--- config.mk ---
export PLATFORM = sky130hd
export DESIGN_NAME = csub_core
export DESIGN_NICKNAME = d
export VERILOG_FILES = /design/src/rtl/csub_pkg.sv /design/src/rtl/csub_adder.sv /design/src/rtl/csub_ones_path.sv /design/src/rtl/csub_twos_path.sv /design/src/rtl/csub_core.sv
export SDC_FILE = /design/constraint.sdc
export NUM_CORES = 1
export LEC_CHECK = 0
export ABC_AREA = 1
export BUFFER_PORTS_ARGS = -buffer_cell sky130_fd_sc_hd__buf_2
export CORE_ASPECT_RATIO = 0.75
export CORE_UTILIZATION = 48
export DETAILED_ROUTE_END_ITERATION = 10
export GPL_TIMING_DRIVEN = 0
export PLACE_DENSITY = 0.76
export SETUP_SLACK_MARGIN = 0.1
export SLEW_MARGIN = 20
export SYNTH_ARGS = -nofsm -noshare
export SYNTH_HDL_FRONTEND = slang
export SYNTH_SLANG_ARGS = --single-unit
--- constraint.sdc ---
create_clock -name clk -period 4.1 [get_ports clk]
set_clock_uncertainty 0.2 [all_clocks]
set_input_delay 0.41 -clock clk [delete_from_list [all_inputs] [get_ports clk]]
set_output_delay 0.41 -clock clk [all_outputs]
set_load 0.01 [all_outputs]
--- src/rtl/csub_pkg.sv ---
package csub_pkg;

  // Arithmetic style carried on the select input
  typedef enum logic {
    STYLE_ONES = 1'b0,
    STYLE_TWOS = 1'b1
  } csub_style_e;

  // Result fields of one subtraction, before the output register
  typedef struct packed {
    logic neg;
    logic zero_fix;
  } csub_flags_t;

endpackage

--- src/rtl/csub_adder.sv ---
module csub_adder #(
  parameter int N = 8
) (
  input  logic [N-1:0] add_x,
  input  logic [N-1:0] add_y,
  input  logic         add_cin,
  output logic [N-1:0] add_sum,
  output logic         add_cout
);

  localparam int CW = N + 1;

  logic [CW-1:0] chain;

  function automatic logic fa_sum(input logic x, input logic y, input logic c);
    return x ^ y ^ c;
  endfunction

  function automatic logic fa_carry(input logic x, input logic y, input logic c);
    return (x & y) | (c & (x ^ y));
  endfunction

  assign chain[0] = add_cin;

  for (genvar i = 0; i < N; i++) begin : g_bit
    assign add_sum[i]   = fa_sum(add_x[i], add_y[i], chain[i]);
    assign chain[i + 1] = fa_carry(add_x[i], add_y[i], chain[i]);
  end

  assign add_cout = chain[CW-1];

endmodule

--- src/rtl/csub_ones_path.sv ---
module csub_ones_path #(
  parameter int N = 8
) (
  input  logic [N-1:0] pa,
  input  logic [N-1:0] pb,
  output logic [N-1:0] p_raw,
  output logic [N-1:0] p_mag,
  output logic         p_neg
);

  import csub_pkg::*;

  logic [N-1:0] inv_b;
  logic [N-1:0] sum_w;
  logic         carry_w;
  logic [N-1:0] eac_w;
  csub_flags_t  flags;

  // End-around correction: the top carry re-enters at bit zero
  function automatic logic [N-1:0] wrap_carry(input logic [N-1:0] s, input logic c);
    return s + {{(N-1){1'b0}}, c};
  endfunction

  assign inv_b = ~pb;

  csub_adder #(.N(N)) add_i (
    .add_x   (pa),
    .add_y   (inv_b),
    .add_cin (1'b0),
    .add_sum (sum_w),
    .add_cout(carry_w)
  );

  assign eac_w = wrap_carry(sum_w, carry_w);

  // All-ones sum without carry is negative zero; it is folded to plus zero
  assign flags.zero_fix = ~carry_w & (&sum_w);
  assign flags.neg      = ~carry_w & ~flags.zero_fix;

  always_comb begin
    if (carry_w) begin
      p_raw = eac_w;
      p_mag = eac_w;
    end else if (flags.zero_fix) begin
      p_raw = '0;
      p_mag = '0;
    end else begin
      p_raw = sum_w;
      p_mag = ~sum_w;
    end
  end

  assign p_neg = flags.neg;

endmodule

--- src/rtl/csub_twos_path.sv ---
module csub_twos_path #(
  parameter int N = 8
) (
  input  logic [N-1:0] pa,
  input  logic [N-1:0] pb,
  output logic [N-1:0] p_raw,
  output logic [N-1:0] p_mag,
  output logic         p_neg
);

  logic [N-1:0] inv_b;
  logic [N-1:0] sum_w;
  logic         carry_w;

  // Two's negation: invert then add one
  function automatic logic [N-1:0] negate(input logic [N-1:0] v);
    return (~v) + {{(N-1){1'b0}}, 1'b1};
  endfunction

  assign inv_b = ~pb;

  // Carry-in of one supplies the increment; the carry out is only a sign
  csub_adder #(.N(N)) add_i (
    .add_x   (pa),
    .add_y   (inv_b),
    .add_cin (1'b1),
    .add_sum (sum_w),
    .add_cout(carry_w)
  );

  assign p_neg = ~carry_w;
  assign p_raw = sum_w;
  assign p_mag = carry_w ? sum_w : negate(sum_w);

endmodule

--- src/rtl/csub_core.sv ---
module csub_core #(
  parameter int N = 8
) (
  input  logic         clk,
  input  logic         rst_n,
  input  logic         in_strobe,
  input  logic         sel_twos,
  input  logic [N-1:0] opnd_a,
  input  logic [N-1:0] opnd_b,
  output logic         res_valid,
  output logic         res_neg,
  output logic [N-1:0] res_mag,
  output logic [N-1:0] res_raw
);

  import csub_pkg::*;

  csub_style_e  style;
  logic [N-1:0] ones_raw, ones_mag;
  logic         ones_neg;
  logic [N-1:0] twos_raw, twos_mag;
  logic         twos_neg;
  logic [N-1:0] nxt_raw, nxt_mag;
  logic         nxt_neg;

  assign style = csub_style_e'(sel_twos);

  csub_ones_path #(.N(N)) ones_i (
    .pa   (opnd_a),
    .pb   (opnd_b),
    .p_raw(ones_raw),
    .p_mag(ones_mag),
    .p_neg(ones_neg)
  );

  csub_twos_path #(.N(N)) twos_i (
    .pa   (opnd_a),
    .pb   (opnd_b),
    .p_raw(twos_raw),
    .p_mag(twos_mag),
    .p_neg(twos_neg)
  );

  always_comb begin
    if (style == STYLE_TWOS) begin
      nxt_raw = twos_raw;
      nxt_mag = twos_mag;
      nxt_neg = twos_neg;
    end else begin
      nxt_raw = ones_raw;
      nxt_mag = ones_mag;
      nxt_neg = ones_neg;
    end
  end

  always_ff @(posedge clk) begin
    if (!rst_n) begin
      res_valid <= 1'b0;
      res_neg   <= 1'b0;
      res_mag   <= '0;
      res_raw   <= '0;
    end else begin
      res_valid <= in_strobe;
      if (in_strobe) begin
        res_neg <= nxt_neg;
        res_mag <= nxt_mag;
        res_raw <= nxt_raw;
      end
    end
  end

endmodule

### Yosys cells after proc, flatten, opt, wreduce, memory -nomap -nowiden

Index checks and enable logic that the tools add are counted.

| word-level totals | value |
|---|---|
| input port bits | 20 |
| output and inout port bits | 18 |
| word-level logic and storage cells | 83 |
| register bits | 18 |

| cells by class | value |
|---|---|
| bitwise operators | 68 |
| add/subtract/negate cells | 2 |
| reductions and logical operators | 1 |
| mux-type cells | 8 |

Operator list:

| kind | number |
|---|---|
| $mux W8 | 7 |
| $and A1 B1 Y1 | 24 |
| $not A8 Y8 | 3 |
| $xor A1 B1 Y1 | 22 |
| $or A1 B1 Y1 | 15 |
| $add A8 B1 Y8 | 1 |
| $add A8 B1 Y8 const B | 1 |
| $reduce_and A8 Y1 | 1 |
| $not A1 Y1 | 4 |
| $mux W1 | 1 |

### Depth between registers and ports, before layout

| logic depth | value |
|---|---|
| word-level depth | 21 |
| mapped depth | 21 |
| depth with buffers taken out | 20 |

### Hierarchy

Synthesis repeated with hierarchy kept, for this count alone.

| unflattened totals | value |
|---|---|
| cell total of the unflattened synthesis | 314 |
| area, all modules | 1,918.1 µm² |

By module, submodules not included:

| module | area an instance (µm²) | cells an instance | times used | sequential area each (µm²) |
|---|---|---|---|---|
| csub_core | 929.6 | 148 | 1 | 360.3 |
| csub_adder | 197.7 | 18 | 2 | 0.0 |
| csub_ones_path | 372.9 | 84 | 1 | 0.0 |
| csub_twos_path | 220.2 | 46 | 1 | 0.0 |

### Least setup slack after synthesis

No wires, ideal clock.

| timing path | value |
|---|---|
| path type | input-to-reg |
| start point | in opnd_a[0] |
| end point | reg res_mag[2] |
| setup slack | 211 ps |
| stages | 18 |
| data required time | 3,779 ps |
| arrival | 3,568 ps |
| library setup time | 121 ps |
| path buffers | 1 |
| path through | inv_1 > ha_1 > inv_1 > fa_1 > fa_1 > fa_1 > fa_1 > fa_1 > inv_1 > fa_1 > fa_1 > clkbuf_1 > inv_1 > nor2_1 > xor2_1 > a21oi_1 > nand2_1 > a21oi_1 |

| on the way | value |
|---|---|
| word-level cells in the longest chain between the ends | 20 |
| elaborated cells on any way between the ends | 52 |
| those cells by class | 2 x add/sub; 4 x mux; 45 x bitwise; 1 x reduce/logical |

RTL lines:

| item | RTL line | source |
|---|---|---|
| from (decl) | csub_core.sv:8 | `input logic [N-1:0] opnd_a,` |
| parallel branches: the longest is 19 deep, another holds $and A1 B1 Y1 | n/a |  |
| $mux W8 (*) | csub_core.sv:45 | `if (style == STYLE_TWOS) begin` |
| to (signal assigned) | csub_core.sv:66 | `res_mag <= nxt_mag;` |
| to (decl) | csub_core.sv:12 | `output logic [N-1:0] res_mag,` |

Every way passes the cells marked *.
A chain may end at the register's enable or synchronous reset.

### Worst setup path in the final report

| timing path | value |
|---|---|
| start point | in opnd_b[0] |
| end point | reg res_mag[6] |

| on the way | value |
|---|---|
| word-level cells in the longest chain between the ends | 21 |
| elaborated cells on any way between the ends | 57 |
| those cells by class | 2 x add/sub; 4 x mux; 50 x bitwise; 1 x reduce/logical |

RTL lines:

| item | RTL line | source |
|---|---|---|
| from (decl) | csub_core.sv:9 | `input logic [N-1:0] opnd_b,` |
| $not A8 Y8 (*) | csub_ones_path.sv:24, csub_twos_path.sv:20 |  |
| parallel branches: the longest is 19 deep, another holds $and A1 B1 Y1 | n/a |  |
| $mux W8 (*) | csub_core.sv:45 |  |

Marks and branches as above.

==> flow_summary.ini <==
[route]
post-route-drc-count = 0
wl_per_cell_um = 12.9
ant_nets = 0
drtIter0Drc = 164
post_drt_via_cell_ratio = 5.30
num_vias = 1606
routed_wl_mm = 3.90
dr.pass1.iters = 4

[clock_network]
cts_tree = built
cts-root-buf = clkbuf_8
cts.path.max_buffers = 2
cts_sinks = 18
cts_hold_buf = 0
clk-insertion-delay-late_ns = 0.25
cts_buffers = 3
clk_pin_slew_worst_paths_ns = 0.07
cts_htree_levels = 1

[logic_synthesis]
synth.distinct_cells = 27
syn_area_per_cell_um2 = 7.13
synth.cell_area_mm2 = 0.00158
syn-num-nets = 259
synth_seq_cells = 18
yosysTopAreaCell = dfxtp_1
synthTopCellsByArea = dfxtp_1, fa_1, nand2_1
yosysSeqAreaShare = 0.229
netlist_instances = 221
yosys_warnings = 0
synth_top_area_share = 0.229

[finish]
multi_input_area_mm2 = 0.00105
drive_gt1_frac = 0.287
ff_latch_area_um2 = 360
area_delta_synth_final_pct = 21.7
finalInstanceArea_mm2 = 0.00192
finalNetCount = 304
fillers = 285
diodes = 0

[worst_setup_path]
crit_buf_inv = 5
cp.required_ns = 4.04
crit_path_frequent_cell = fa_2
worstPathCellList = buf_2 > inv_1 > ha_1 > fa_2 > fa_2 > fa_2 > fa_1 > inv_1 > fa_1 > fa_2 > fa_2 > buf_6 > nor2_1 > ha_1 > nand2_1 > inv_2 > nand3_1 > o21ai_1 > nand3_1 > nand2_1 > nor2_2 > nor2_1
cp_num_cells = 22
cp_slowest_cell = fa_1
crit_fanout = 7
ff2ff_path_depth = 2
crit_family = adder cells
slowest_delay_ns = 0.36
arrival_ns = 3.78
start_kind = input port
cp-end-kind = flop
critPathKind = in -> reg

[grt]
grt_overflow_total = 0
track_usage = 0.232
grt_max_degree = 11
first_global_vias = 1346
grt_pass1_wl_mm = 6.02
antenna_found_initial = 0

[timing]
rsz0062_at_grt = no
holdWs_ns = 0.228
min_period_ns = 3.83
worst_slew_pin_slew_ns = 0.468
hold_viol_final = 0
slew_headroom = 0.688
fin_crit_sh = 0.935
maxSlewViolCount = 0
max_freq_ghz = 0.261
setup_viol_count_final = 0

[placement]
gp_congestion = 0.924
place_area_mm2 = 0.00181
port_buffers = 37
place_hpwl_mm = 3.09

[job]
cap_violations = 0

[min_path]
hold_class = in -> reg
hold_depth = 3

[die]
fp.dieH_um = 51.6
ios = 38
core-area_mm2 = 0.00302
die_w_um = 68.2
placementRows = 17
start_util = 0.522
die_area_mm2 = 0.00352

[outcome]
status = finished, final reports clean

[pwr]
powerDensity_mw_per_mm2 = 323
peakVddDrop_mv = 0.210
total_power_uw = 620
p_leak_uw = 0.000962
-- cell families after synthesis --
group                    Yosys count  synth area share
AND/OR/NAND/NOR                   86             0.253
AO/OA/AOI/OAI                     51             0.176
buffers and inverters             46             0.121
adder cells (fa/ha/maj)           18             0.210
flip-flops                        18             0.229
XOR/XNOR                           2            0.0111
-- state kept, by name, summed over array words and instances (netlist names) --
name and cells:
res_mag 8, res_neg 1, res_raw 8, res_valid 1
-- tightest hold or removal path, cell delays in order --
cell	delay [ns]
buf_2	0.11
o21ai_0	0.07
a31oi_1	0.04
-- layout by cell type, fill, tap and decap left out, types with 2 or more instances in the layout --
master and n:
nand2_1 37, a31oi_1 6, nor2_1 20, a21oi_1 15, buf_6 2, nand3_4 2
buf_4 3, o21ai_1 4, nand2_2 5, ha_1 4, inv_1 31, inv_2 6
xor2_1 2, clkbuf_8 4, buf_2 41, o21ai_0 18, fa_1 8, dfxtp_1 18
o22ai_1 4, nor2_2 3, nand3_1 17, fa_2 6
-- report_power, final --
| group | leakage (uW) | total (uW) | switching (uW) | internal (uW) |
|---|---|---|---|---|
| logic | 0.000784 | 278 | 168 | 110 |
| clock network | 0.0000288 | 142 | 56.7 | 85.2 |
| registers | 0.000149 | 200 | 7.54 | 192 |
-- metrics by stage --
step,setup WS [ns],std cells,setup TNS (ns),utilization
floorplan,0.211,221,0,-
global placement,-0.180,296,-0.875,0.599
detailed placement,-0.196,296,-1.11,0.599
CTS,0.104,300,0,0.617
global route,0.111,303,0,0.635
finish,0.267,303,0,0.635
-- final timing paths --
kind / from / to / slack, ns
worst max-delay path: opnd_b[0] / res_mag[6] / 0.27
worst min register to register: res_mag[0] / res_mag[0] / 0.27
worst min-delay path: rst_n / res_neg / 0.23
worst max register to register: res_raw[5] / res_raw[5] / 3.22
-- metal layers --
layer / share of wire / up-vias / track usage
met1: 0.45 / 731 / 0.336
met2: 0.47 / 73 / 0.366
met4: 0.0010 / 0 / 0.0208
met5: 0 / - / 0
li1: - / 800 / -
met3: 0.080 / 2 / 0.0461
-- cell type report --
cell class | count | area share
inverter | 38 | 0.0770
buffer | 8 | 0.0261
timing repair buffer | 40 | 0.108
clock buffer | 4 | 0.0287
sequential | 18 | 0.188
tap | 38 | 0.0248
multi-input combinational | 157 | 0.547
-- repair_timing --
| action | 4_1_cts | 5_1_grt |
|---|---|---|
| gates resized for setup | 1 | 12 |
| gates cloned | 0 | 0 |
| buffers inserted | 0 | 3 |
| setup endpoints to repair | 2 | 7 |
-- synth_stat cells (all sizes together) --
cell type	count
a21oi	15
buf	6
nand2	42
inv	37
nor2	24
ha	4
dfxtp	18
o22ai	4
o21bai	1
nand3	19
clkinv	1
o211ai	1
a31oi	7
or2	1
xor2	2
fa	14
clkbuf	2
o21ai	23
Power figures use the tool's default switching activity.
